$ cat src/rtl/uart_regs_pkg.sv
package uart_regs_pkg;
  localparam int SEL_W = 3;
  localparam logic [SEL_W-1:0] OFF_LINE = 3'd0;
  localparam logic [SEL_W-1:0] OFF_CTRL = 3'd1;
  localparam logic [SEL_W-1:0] OFF_STAT = 3'd2;
  localparam logic [SEL_W-1:0] OFF_TXB  = 3'd3;
  localparam logic [SEL_W-1:0] OFF_RXB  = 3'd4;
  localparam logic [SEL_W-1:0] OFF_DIV  = 3'd5;

  localparam int ST_RDY  = 0;
  localparam int ST_OVR  = 1;
  localparam int ST_HEMP = 6;
  localparam int ST_TEMP = 7;
  localparam logic [7:0] STAT_RST = 8'hC0;

  localparam logic [1:0] RXI_MODE = 2'b01;
  localparam logic [1:0] TXI_MODE = 2'b11;
endpackage

$ cat src/rtl/uart_chan_regs.sv
module uart_chan_regs
  import uart_regs_pkg::*;
#(
  parameter int DW   = 8,
  parameter int DIVW = 16,
  parameter int BW   = 16
) (
  input  logic             clk,
  input  logic             rst_n,
  input  logic             wr_en,
  input  logic             rd_en,
  input  logic [SEL_W-1:0] reg_sel,
  input  logic [BW-1:0]    wdata,
  output logic [BW-1:0]    rd_val,
  input  logic             rx_valid,
  input  logic [DW-1:0]    rx_data,
  output logic             rx_ready,
  output logic             tx_valid,
  output logic [DW-1:0]    tx_data,
  input  logic             tx_ready,
  output logic             rx_irq,
  output logic             tx_irq
);
  logic [7:0]      line_q, ctrl_q, stat_q, stat_d;
  logic [DW-1:0]   rxbuf_q, txbuf_q;
  logic [DIVW-1:0] div_q;
  logic            pend_q, pend_d, rxi_q, rxi_d, txi_q, txi_d;
  logic            line_we, ctrl_we, div_we, tx_load, tx_fire, rx_fire;

  assign rx_ready = 1'b1;
  assign rx_fire  = rx_valid;
  assign tx_fire  = pend_q && tx_ready;
  assign line_we  = wr_en && (reg_sel == OFF_LINE);
  assign ctrl_we  = wr_en && (reg_sel == OFF_CTRL);
  assign div_we   = wr_en && (reg_sel == OFF_DIV);
  assign tx_load  = wr_en && (reg_sel == OFF_TXB) && !pend_q;

  always_comb begin
    stat_d = stat_q;
    pend_d = pend_q;
    if (rd_en && reg_sel == OFF_STAT) stat_d[3:0] = 4'h0;
    if (rd_en && reg_sel == OFF_RXB)  stat_d[ST_RDY] = 1'b0;
    if (rx_fire) begin
      if (stat_d[ST_RDY]) stat_d[ST_OVR] = 1'b1;
      stat_d[ST_RDY] = 1'b1;
    end
    if (tx_load) begin
      pend_d = 1'b1;
      stat_d[ST_HEMP] = 1'b0;
      stat_d[ST_TEMP] = 1'b0;
    end else if (tx_fire) begin
      pend_d = 1'b0;
      stat_d[ST_HEMP] = 1'b1;
      stat_d[ST_TEMP] = 1'b1;
    end
    rxi_d = rx_fire && (ctrl_q[1:0] == RXI_MODE);
    txi_d = tx_fire && (ctrl_q[3:2] == TXI_MODE);
  end

  always_comb begin
    case (reg_sel)
      OFF_LINE: rd_val = BW'(line_q);
      OFF_CTRL: rd_val = BW'(ctrl_q);
      OFF_STAT: rd_val = BW'(stat_q);
      OFF_RXB:  rd_val = BW'(rxbuf_q);
      OFF_DIV:  rd_val = BW'(div_q);
      default:  rd_val = '0;
    endcase
  end

  always_ff @(posedge clk or negedge rst_n) begin
    if (!rst_n) begin
      line_q  <= '0;
      ctrl_q  <= '0;
      div_q   <= '0;
      rxbuf_q <= '0;
      txbuf_q <= '0;
      stat_q  <= STAT_RST;
      pend_q  <= 1'b0;
      rxi_q   <= 1'b0;
      txi_q   <= 1'b0;
    end else begin
      if (line_we) line_q  <= wdata[7:0];
      if (ctrl_we) ctrl_q  <= wdata[7:0];
      if (div_we)  div_q   <= wdata[DIVW-1:0];
      if (rx_fire) rxbuf_q <= rx_data;
      if (tx_load) txbuf_q <= wdata[DW-1:0];
      stat_q <= stat_d;
      pend_q <= pend_d;
      rxi_q  <= rxi_d;
      txi_q  <= txi_d;
    end
  end

  assign tx_valid = pend_q;
  assign tx_data  = txbuf_q;
  assign rx_irq   = rxi_q;
  assign tx_irq   = txi_q;


  status_clr_chk: assert property (@(posedge clk) disable iff (!rst_n)
    (rd_en && reg_sel == OFF_STAT && !rx_valid) |=> (stat_q[3:0] == 4'h0));

  rx_ready_flag_chk: assert property (@(posedge clk) disable iff (!rst_n)
    rx_valid |=> stat_q[ST_RDY]);

  rx_irq_cause_chk: assert property (@(posedge clk) disable iff (!rst_n)
    rx_irq |-> ($past(rx_valid) && $past(ctrl_q[1:0]) == RXI_MODE));

  tx_irq_cause_chk: assert property (@(posedge clk) disable iff (!rst_n)
    tx_irq |-> ($past(tx_valid) && $past(tx_ready)));

  tx_hold_chk: assert property (@(posedge clk) disable iff (!rst_n)
    (tx_valid && !tx_ready) |=> (tx_valid && $stable(tx_data)));
endmodule

$ cat src/rtl/uart_host_regs.sv
module uart_host_regs
  import uart_regs_pkg::*;
#(
  parameter  int NCH  = 2,
  parameter  int DW   = 8,
  parameter  int DIVW = 16,
  localparam int CW   = $clog2(NCH),
  localparam int AW   = CW + SEL_W,
  localparam int BW   = (DIVW > 8) ? DIVW : 8
) (
  input  logic              clk,
  input  logic              rst_n,
  input  logic              wr_en,
  input  logic              rd_en,
  input  logic [AW-1:0]     addr,
  input  logic [BW-1:0]     wdata,
  output logic [BW-1:0]     rdata,
  input  logic [NCH-1:0]    rx_valid,
  input  logic [NCH*DW-1:0] rx_data,
  output logic [NCH-1:0]    rx_ready,
  output logic [NCH-1:0]    tx_valid,
  output logic [NCH*DW-1:0] tx_data,
  input  logic [NCH-1:0]    tx_ready,
  output logic [NCH-1:0]    rx_irq,
  output logic [NCH-1:0]    tx_irq
);
  logic [1:0]    rs_q;
  logic          srst_n;
  logic [CW-1:0] chan;
  logic [BW-1:0] rv [NCH];
  logic [BW-1:0] rdata_d;

  always_ff @(posedge clk or negedge rst_n) begin
    if (!rst_n) rs_q <= 2'b00;
    else        rs_q <= {rs_q[0], 1'b1};
  end
  assign srst_n = rs_q[1];
  assign chan   = addr[AW-1:SEL_W];

  for (genvar i = 0; i < NCH; i++) begin : g_ch
    logic hit;
    assign hit = (int'(chan) == i);
    uart_chan_regs #(.DW(DW), .DIVW(DIVW), .BW(BW)) u_ch (
      .clk      (clk),
      .rst_n    (srst_n),
      .wr_en    (wr_en && hit),
      .rd_en    (rd_en && hit),
      .reg_sel  (addr[SEL_W-1:0]),
      .wdata    (wdata),
      .rd_val   (rv[i]),
      .rx_valid (rx_valid[i]),
      .rx_data  (rx_data[i*DW +: DW]),
      .rx_ready (rx_ready[i]),
      .tx_valid (tx_valid[i]),
      .tx_data  (tx_data[i*DW +: DW]),
      .tx_ready (tx_ready[i]),
      .rx_irq   (rx_irq[i]),
      .tx_irq   (tx_irq[i])
    );
  end

  always_comb begin
    rdata_d = '0;
    if (int'(chan) < NCH) rdata_d = rv[chan];
  end

  always_ff @(posedge clk or negedge srst_n) begin
    if (!srst_n)    rdata <= '0;
    else if (rd_en) rdata <= rdata_d;
  end
endmodule

$ cat config.mk
export PLATFORM = sky130hd
export DESIGN_NAME = uart_host_regs
export DESIGN_NICKNAME = d
export VERILOG_FILES = /design/src/rtl/uart_regs_pkg.sv /design/src/rtl/uart_chan_regs.sv /design/src/rtl/uart_host_regs.sv
export SDC_FILE = /design/constraint.sdc
export NUM_CORES = 1
export LEC_CHECK = 0
export BUFFER_PORTS_ARGS = -buffer_cell sky130_fd_sc_hd__buf_4
export CAP_MARGIN = 20
export CORE_ASPECT_RATIO = 1.1
export CORE_MARGIN = 2
export CORE_UTILIZATION = 50
export DETAILED_ROUTE_END_ITERATION = 6
export GPL_TIMING_DRIVEN = 0
export PLACE_DENSITY_LB_ADDON = 0.1
export SYNTH_ARGS = -nofsm -noshare
export SYNTH_HDL_FRONTEND = slang
export SYNTH_SLANG_ARGS = --single-unit
$ cat constraint.sdc
create_clock -name clk -period 3.5 [get_ports clk]
set_input_delay 0.7 -clock clk [delete_from_list [all_inputs] [get_ports clk]]
set_output_delay 0.7 -clock clk [all_outputs]
set_load 0.01 [all_outputs]
== After elaboration in Yosys (flattened, before gate mapping) ==
Cells that the tools add are included.
Operators by class
  bitwise gates (word level): 2
  $lt $le $gt $ge: 1
  equality and inequality tests: 9
  divide/modulo/power cells: 0
  shift-type cells: 0
  muxes and demuxes: 21
  multiply operators: 0
  $add $sub $neg: 0
  reduce and logical (&&, ||, !) cells: 29
Operator list (number)
  16-bit one-hot mux with 5 select lines: 2
  16-bit two-way mux: 3
  1-bit logical AND: 24
  2-bit two-way mux: 8
  1-bit two-way mux: 8
  3-bit by 2-bit == test with 1-bit output (second input constant): 2
  3-bit == test (second input constant): 2
  2-bit by 1-bit == test with 1-bit output (second input constant): 2
  2-bit == test (second input constant): 2
  2-bit nonzero test: 2
  3-bit by 1-bit == test with 1-bit output (second input constant): 1
  3-bit logical NOT: 1
  2-bit greater-or-equal comparator (second input constant): 1
  1-bit logical NOT: 2
  1-bit inverter with 2-bit output: 1
  1-bit inverter: 1
Storage, ports and cells
  register bits: 128
  latch bits: 0
  output and inout bits: 40
  memories: 0
  bits in read-only memories: 0
  word-level logic and storage cells: 84
  bits in writable memories: 0
  bits of input ports: 44

== Logic depth before layout (Yosys ltp) ==
Gate-level depths: netlist (run 1).
  depth after elaboration: 7
  mapped depth: 6
  gate-level depth less buffers: 4

== Modules after synthesis ==
Synthesis (run 1) repeated with hierarchy kept, for this count alone.
Unflattened totals
  cells, all modules: 419
  area total of the unflattened synthesis: 5671.7 um^2
By module, submodules not included
  uart_chan_regs: area each 2424.8 um^2, seq. area each 1352.5 um^2, cells each 171, times used 2
  uart_host_regs: area each 822.0 um^2, seq. area each 450.4 um^2, cells each 77, times used 1

== Worst setup path after synthesis (run 1) ==
No wires, ideal clock.
  path kind: input -> register
  from: in addr[1]
  to: reg g_ch[0].u_ch.line_q[0]
  setup slack: 1.593 ns
  cell stages on the path: 4
  setup time: 0.125 ns
  data required time: 3.375 ns
  path buffers: 2
  data arrival time: 1.782 ns
  cell sequence: buf_6 or4_1 buf_4 mux2_4
On the way
  cells in the longest elaborated chain, start to end: 2
RTL lines
  from (decl): line uart_host_regs.sv:15  | input logic [AW-1:0] addr,
  3-bit logical NOT: line uart_chan_regs.sv:33  | assign line_we = wr_en && (reg_sel == OFF_LINE);
  1-bit logical AND: line uart_chan_regs.sv:33
  to (signal assigned): line uart_chan_regs.sv:83  | if (line_we) line_q <= wdata[7:0];
  to (decl): line uart_chan_regs.sv:24  | logic [7:0] line_q, ctrl_q, stat_q, stat_d;
No other way between the ends.
A chain may end at the register's enable or synchronous reset.

== Final worst setup path (run 1) ==
  from: in addr[2]
  to: reg rdata[0]
On the way
  cells in the longest elaborated chain, start to end: 5
  elaborated cells on any way between the ends: 10
  those cells by class: eq/ne (4); mux (5); reduce/logical (1)
RTL lines
  3-bit == test, or another cell as far along: line uart_chan_regs.sv:61  | case (reg_sel)
  16-bit one-hot mux with 5 select lines: line uart_chan_regs.sv:61
  16-bit two-way mux (not written as such) (*) (3 in series): line uart_host_regs.sv:64  | if (int'(chan) < NCH) rdata_d = rv[chan];
  to (signal assigned): line uart_host_regs.sv:69  | else if (rd_en) rdata <= rdata_d;
  to (decl): line uart_host_regs.sv:17  | output logic [BW-1:0] rdata,
Every way passes the cells marked *; elsewhere a longest branch is shown, timed or not. The select of a mux whose other input is x is not followed.

==> results of run 1 <==
## area by class of cell
class,instances,share of cell area (%)
flip-flops and latches,126,43.66
multi-input cells,246,31.78
repair buffers,81,8.681
clock buffers,20,6.450
clock inverters,12,2.940
plain buffers,32,2.905
well taps,150,2.594
inverters,19,0.9856
## worst max-delay path by stage
stage | from | end | slack (ns) | cells after the start
final | addr[2] | rdata[0] | 1.58 | 6
after global routing | addr[2] | rdata[0] | 1.49 | 6
after CTS | addr[2] | rdata[0] | 1.60 | 6
after detailed placement | addr[2] | rdata[0] | 1.18 | 6
after global placement | rs_q[1] | g_ch[1].u_ch.rx_irq | 0.67 | 0
after floorplan | rs_q[1] | g_ch[0].u_ch.ctrl_q[0] | 1.40 | 0
## logic make-up (layout without fill, tap and decap cells)
family | Yosys count | count (layout)
AO/OA/AOI/OAI | 64 | 64
buffers and inverters | 51 | 164
multiplexers | 120 | 120
other | 1 | 3
AND/OR/NAND/NOR | 59 | 59
flip-flops | 126 | 126
## per-layer routing
| layer | up-vias | GRT usage (%) | share of wire (%) |
|---|---|---|---|
| li1 | 1731 | - | - |
| met1 | 1999 | 30.67 | 43 |
| met2 | 111 | 39.87 | 49 |
| met3 | 22 | 5.804 | 5.2 |
| met4 | 0 | 10.53 | 1.9 |
| met5 | - | 0 | 0 |
## power groups by stage
stage / registers, uW / clock network (uW) / logic (uW)
finish: 1890 / 2020 / 692
global route: 1920 / 2110 / 751
CTS: 1890 / 2050 / 701
detailed placement: 1910 / 0 / 697
global placement: 1910 / 0 / 659
floorplan: 1900 / 0 / 426
## state kept, by name (all words and copies together), names as in the netlist, 6 cells and up
signal	count
g_ch.u_ch.rxbuf_q	16
g_ch.u_ch.tx_data	16
g_ch.u_ch.line_q	16
g_ch.u_ch.div_q	32
rdata	16
g_ch.u_ch.ctrl_q	16
g_ch.u_ch.stat_q	6
## metrics by stage
step                      instance area [um^2]  util (%)  std cells
after floorplan                           5738         -        423
after global placement                    6526     57.57        653
after detailed placement                  6556     57.83        654
after CTS                                 7236     63.82        686
after global routing                      7236     63.82        686
final                                     7236     63.82        686
## cell usage in the layout, fill, tap and decap left out, types with 11 or more instances in the layout
master,count
mux2_4,16
inv_1,18
o21ai_0,11
nand3_1,11
mux2_2,90
mux2i_1,11
buf_4,93
dfrtp_1,123
clkbuf_16,17
a21oi_1,13
==> impl_metrics.env, run 1 <==
export IMPL_post_cts_setup_repair_buffer_count=0
export IMPL_num_fill_cells=872
export IMPL_p_comb_share_pct=15.1
export IMPL_intPower_uw=3531
export IMPL_crit_path_cell_trace="buf_4 -> buf_4 -> buf_1 -> a21oi_1 -> a2111oi_0 -> nor3_1"
export IMPL_postSynth_asyncResetShare_pct=100.0
export IMPL_yosys_area_share_simple_pct=7.076
export IMPL_io_buffer_count=80
export IMPL_worst_path_most_repeated_cell="buf_4"
export IMPL_die_width_um=106.1
export IMPL_timing_hold_worst_class="input port to async pin"
export IMPL_critical_path_max_fanout=10
export IMPL_synth_compound_gate_area_share_pct=8.080
export IMPL_drt_pre_antenna_iters=4
export IMPL_overflow=0
export IMPL_part_of_the_total_power_dissipated_in_sequential_elements_pct=41.0
export IMPL_layout_drive_gt1_share_pct=47.95
export IMPL_area_inside_the_core_boundary_um2=11340
export IMPL_ctsRootBufferMaster="clkbuf_16"
export IMPL_synth_adder_area_share_pct=0
export IMPL_ioPinCount=84
export IMPL_critical_path_max_stage_delay_ns=0.50
export IMPL_clock_sinks=126
export IMPL_crit_reg2reg_capture="g_ch[1].u_ch.tx_data[5]"
export IMPL_worst_rel_slew_slack_pct=45.43
export IMPL_cp_arrival_ns=2.20
export IMPL_cts_hold_repair_buffers=0
export IMPL_setup_repair_after_global_routing_missed_its_margin="false"
export IMPL_ys_top_cells_by_count="dfrtp_1, mux2_2, inv_1"
export IMPL_maxSlewViolCount=0
export IMPL_fmax_ghz=0.5221
export IMPL_gp_congestion=0.8491
export IMPL_p_total_uw=4599
export IMPL_residual_antenna_violating_net_count_after_detailed_routing=0
export IMPL_syn_mean_instance_area_um2=13.61
export IMPL_synth_xor_area_share_pct=0
export IMPL_cpMaxStageDelayCell="buf_1"
export IMPL_power_clock_fraction_pct=43.9
export IMPL_switching_power_uw=1068
export IMPL_detailed_place_hpwl_um=9074
export IMPL_run_status="finished clean"
export IMPL_grt_first_pass_wirelength_um=21780
export IMPL_p_leak_uw=0.003343
export IMPL_clk_transition_reported_paths_ns=0.05
export IMPL_reg2reg_from="g_ch[1].u_ch.tx_valid"
export IMPL_vdd_ir_drop_max_mv=0.3964
export IMPL_routed_wirelength_um=13800
export IMPL_routedWlPerCell_um=20.11
export IMPL_maxCapViolCount=0
export IMPL_cts_inserted_buffers=17
export IMPL_critical_path_startpoint_type="input port"
export IMPL_unique_cell_type_count_in_the_yosys_netlist=55
export IMPL_netlist_instances=421
export IMPL_finalHoldViolations=0
export IMPL_cts_htree_levels=4
export IMPL_cts_buffer_depth=2
export IMPL_timing_critical_path_max_delay_family="buffers and inverters"
export IMPL_grt_usage_pct=24.12
export IMPL_multi_input_comb_area_um2=2300
export IMPL_yosys_most_used_dff="dfrtp_1"
export IMPL_grt_pass1_vias=3905
export IMPL_final_min_clock_period_ns=1.915
export IMPL_yosys_top_cells_area="dfrtp_1, mux2_2, mux2_4"
export IMPL_yosysTopAreaCell="dfrtp_1"
export IMPL_r2r_setup_slack_ns=1.87
export IMPL_worstSetupPathType="input port to register"
export IMPL_num_nets_final=567
export IMPL_sequential_cell_area_um2=3159
export IMPL_final_setup_worst_slack_ns=1.585
export IMPL_synthesis_yosys_warnings=0
export IMPL_vias=3863
export IMPL_avgViaCountPerCell=5.631
export IMPL_floorplan_die_height_um=116.3
export IMPL_critical_path_n_buffers_inverters=3
export IMPL_worst_r2r_path_depth=2
export IMPL_floorplan_initialDensity_pct=50.54
export IMPL_synth_edff_count=0
export IMPL_detailedPlace_worstSlack_ns=1.176
export IMPL_synthesis_area_um2=5729
export IMPL_setup_violations_final=0
export IMPL_grt_max_degree=71
export IMPL_synth_mux_area_share_pct=24.79
export IMPL_end_kind="register"
export IMPL_worst_hold_slack_across_all_endpoints_ns=0.05126
export IMPL_main_combinational_cell_family_by_area_after_synthesis="multiplexers"
export IMPL_synth_seq_cells=126
export IMPL_clock_tree_from_tritoncts="built"
export IMPL_yosysMostFrequentCell="dfrtp_1"
export IMPL_finalClockSkew_ns=0.005061
export IMPL_diodes=0
export IMPL_fin_tns_setup_ns=0
export IMPL_synth_top_area_share_pct=54.16
export IMPL_worst_path_required_time_ns=3.78
export IMPL_synth_seq_area_share_pct=55.08
export IMPL_fp_dieArea_um2=12330
export IMPL_placement_rows=41
export IMPL_cts_repair_resized=0
export IMPL_worstMarginPinSlew_ns=0.8125
export IMPL_insertion_delay_ns=0.42
export IMPL_residual_drc_count=0
export IMPL_dr_first_iter_drc_count=216
export IMPL_antenna_found_initial=0
export IMPL_p_per_area_nw_per_um2=635.5
export IMPL_syn2layout_area_growth_pct=26.29
export IMPL_part_of_the_cycle_the_worst_path_needs_pct=54.72
export IMPL_power_share_switching_pct=23.22
Note: power is estimated with default switching activity, not from simulation.
==> run 2: changes to the inputs <==
- ABC_AREA: default -> 1
- clock period: 3.5 -> 1.6 ns (I/O delays scaled with it)
==> impl_metrics.env, run 2 <==
export IMPL_routedWlPerCell_um=16.29
export IMPL_p_per_area_nw_per_um2=1315
export IMPL_final_min_clock_period_ns=1.395
export IMPL_area_inside_the_core_boundary_um2=11340
export IMPL_p_leak_uw=0.003692
export IMPL_netlist_instances=654
export IMPL_holdPathStages=2
export IMPL_insertion_delay_ns=0.41
export IMPL_fp_dieArea_um2=12350
export IMPL_sequential_cell_area_um2=3159
export IMPL_worst_path_most_repeated_cell="buf_4"
export IMPL_worst_path_required_time_ns=1.28
export IMPL_unique_cell_type_count_in_the_yosys_netlist=31
export IMPL_globalRouteMet2Util_pct=40.09
export IMPL_yosys_most_used_dff="dfrtp_1"
export IMPL_worstSetupPathType="register to output pin"
export IMPL_p_comb_share_pct=14.9
export IMPL_clock_tree_from_tritoncts="built"
export IMPL_final_setup_worst_slack_ns=0.2047
export IMPL_cts_buffer_depth=2
export IMPL_drt_pre_antenna_iters=5
export IMPL_use_met3_pct=5.246
export IMPL_cts_htree_levels=4
export IMPL_fmax_ghz=0.7167
export IMPL_registers_top_by_ff_count="g_ch.u_ch.div_q"
export IMPL_p_total_uw=9433
export IMPL_finalHoldViolations=0
export IMPL_avgViaCountPerCell=5.263
export IMPL_critical_path_max_stage_delay_ns=0.39
export IMPL_grt_busiest_layer="met2"
export IMPL_yosys_area_share_simple_pct=24.57
export IMPL_part_of_the_total_power_dissipated_in_sequential_elements_pct=43.3
export IMPL_synth_adder_area_share_pct=0
export IMPL_overflow=0
export IMPL_worst_rel_slew_slack_pct=51.08
export IMPL_yosysTopAreaCell="dfrtp_1"
export IMPL_finalClockSkew_ns=0.007920
export IMPL_cp_arrival_ns=1.08
export IMPL_synth_seq_area_share_pct=54.99
export IMPL_cpMaxStageDelayCell="dfrtp_1"
export IMPL_main_combinational_cell_family_by_area_after_synthesis="simple AND/OR/NAND/NOR gates"
export IMPL_floorplan_die_height_um=116.4
export IMPL_layout_cells_non_filler=919
export IMPL_syn_mean_instance_area_um2=8.774
export IMPL_switching_power_uw=2560
export IMPL_layout_drive_gt1_share_pct=24.19
export IMPL_largest_reg_flops=32
export IMPL_post_cts_setup_repair_buffer_count=0
export IMPL_synth_compound_gate_area_share_pct=9.965
export IMPL_grt_max_degree=71
export IMPL_ys_top_cells_by_count="nand2_1, dfrtp_1, o21ai_1"
export IMPL_synth_xor_area_share_pct=0
export IMPL_detailedPlace_worstSlack_ns=-0.04381
export IMPL_vdd_ir_drop_max_mv=0.6697
export IMPL_diodes=0
export IMPL_gr_usage_met1_pct=36.83
export IMPL_vias=4837
export IMPL_io_buffer_count=79
export IMPL_synth_edff_count=0
export IMPL_cts_hold_repair_buffers=1
export IMPL_setup_repair_after_global_routing_missed_its_margin="false"
export IMPL_cts_repair_resized=0
export IMPL_yosys_top_cells_area="dfrtp_1, nand2_1, o21ai_1"
export IMPL_gp_congestion=0.9393
export IMPL_synth_top_area_share_pct=54.08
export IMPL_synth_seq_cells=126
export IMPL_maxSlewViolCount=0
export IMPL_dp_cells=886
export IMPL_top_library_cells_by_usage_in_the_layout_fill_and_taps_aside="nand2_1, dfrtp_1, buf_4, o21ai_1, inv_1"
export IMPL_antenna_found_initial=0
export IMPL_crit_path_cell_trace="buf_4 -> buf_4"
export IMPL_yosysMostFrequentCell="nand2_1"
export IMPL_maxCapViolCount=0
export IMPL_commonest_non_fill_non_tap_cell_in_the_layout="nand2_1"
export IMPL_floorplan_initialDensity_pct=50.61
export IMPL_clock_sinks=126
export IMPL_syn2layout_area_growth_pct=25.03
export IMPL_fin_tns_setup_ns=0
export IMPL_die_width_um=106.1
export IMPL_power_clock_fraction_pct=41.8
export IMPL_placement_rows=41
export IMPL_synth_mux_area_share_pct=1.832
export IMPL_clk_transition_reported_paths_ns=0.05
export IMPL_synthesis_yosys_warnings=0
export IMPL_residual_antenna_violating_net_count_after_detailed_routing=0
export IMPL_num_fill_cells=1031
export IMPL_routed_wirelength_um=14970
export IMPL_postSynth_asyncResetShare_pct=100.0
export IMPL_timing_hold_worst_class="input port to register"
export IMPL_num_nets_final=800
export IMPL_detailed_place_hpwl_um=10510
export IMPL_critical_path_startpoint_type="register"
export IMPL_synthesis_area_um2=5738
export IMPL_end_kind="output pin"
export IMPL_ioPinCount=84
export IMPL_grt_usage_pct=25.85
export IMPL_grt_first_pass_wirelength_um=24380
export IMPL_run_status="finished clean"
export IMPL_intPower_uw=6873
export IMPL_setup_violations_final=0
export IMPL_worstMarginPinSlew_ns=0.7338
export IMPL_ctsRootBufferMaster="clkbuf_16"
export IMPL_grt_pass1_vias=4652
export IMPL_worst_r2r_path_depth=1
export IMPL_power_share_switching_pct=27.14
export IMPL_multi_input_comb_area_um2=2098
export IMPL_critical_path_max_fanout=3
export IMPL_residual_drc_count=0
export IMPL_dr_first_iter_drc_count=411
export IMPL_cts_inserted_buffers=17
export IMPL_part_of_the_cycle_the_worst_path_needs_pct=87.21
## run 2: cell families after synthesis
kind of cell / after synthesis
AOI/OAI and AO/OA: 109
buffers and inverters: 98
DFF: 126
muxes: 8
other: 1
and+or+nand+nor: 312
## run 2: path summary, 6_finish.rpt
check	from	end	slack (ns)
hold / removal	tx_ready[0]	g_ch[0].u_ch.tx_valid	0.09
setup / recovery	g_ch[0].u_ch.tx_valid	tx_valid[0]	0.20
min in group asynchronous	rst_n	rs_q[1]	0.23
setup reg to reg	rs_q[1]	g_ch[0].u_ch.stat_q[6]	0.40
hold reg to reg	rs_q[0]	rs_q[1]	0.35
max in group asynchronous	rs_q[1]	g_ch[0].u_ch.stat_q[6]	0.40
## run 2: final cells by class
cell class,instances,area share (%)
multi-input cells,432,29.25
repair buffers,81,8.790
flip-flops and latches,126,44.04
inverters,61,3.226
clock inverters,12,2.232
plain buffers,37,3.627
well taps,150,2.616
clock buffers,20,6.226
## run 2: worst max-delay path, delay by kind of cell (launching register included)
kind	cells	cell delay, ns
buffers and inverters	2	0.27
flip-flops	1	0.39
## run 2: per-layer routing
metal  vias to the layer above  part of all wire [%]  routed length [um]
met3                        21                   6.0                 896
li1                       2316                     -                   -
met4                         0                   2.0                 293
met2                       179                    46                6867
met5                         -                     0                   0
met1                      2321                    46                6910
## run 2: power groups by stage
| stage | combinational [uW] | sequential [uW] | clock [uW] |
|---|---|---|---|
| 2_1_floorplan | 804 | 4100 | 0 |
| 6_report | 1410 | 4080 | 3940 |
| 4_1_cts | 1420 | 4080 | 3960 |
| 5_1_grt | 1590 | 4150 | 4130 |
| 3_3_place_gp | 1310 | 4140 | 0 |
| 3_5_place_dp | 1400 | 4130 | 0 |
## run 2: per-stage QoR
step,hold WS [ns],area (um^2),utilization (%)
finish,0.09125,7174,63.28
global placement,0.1026,6530,57.60
global route,0.09981,7174,63.28
detailed placement,0.1043,6558,57.84
floorplan,0.02441,5749,-
CTS,0.08395,7174,63.28
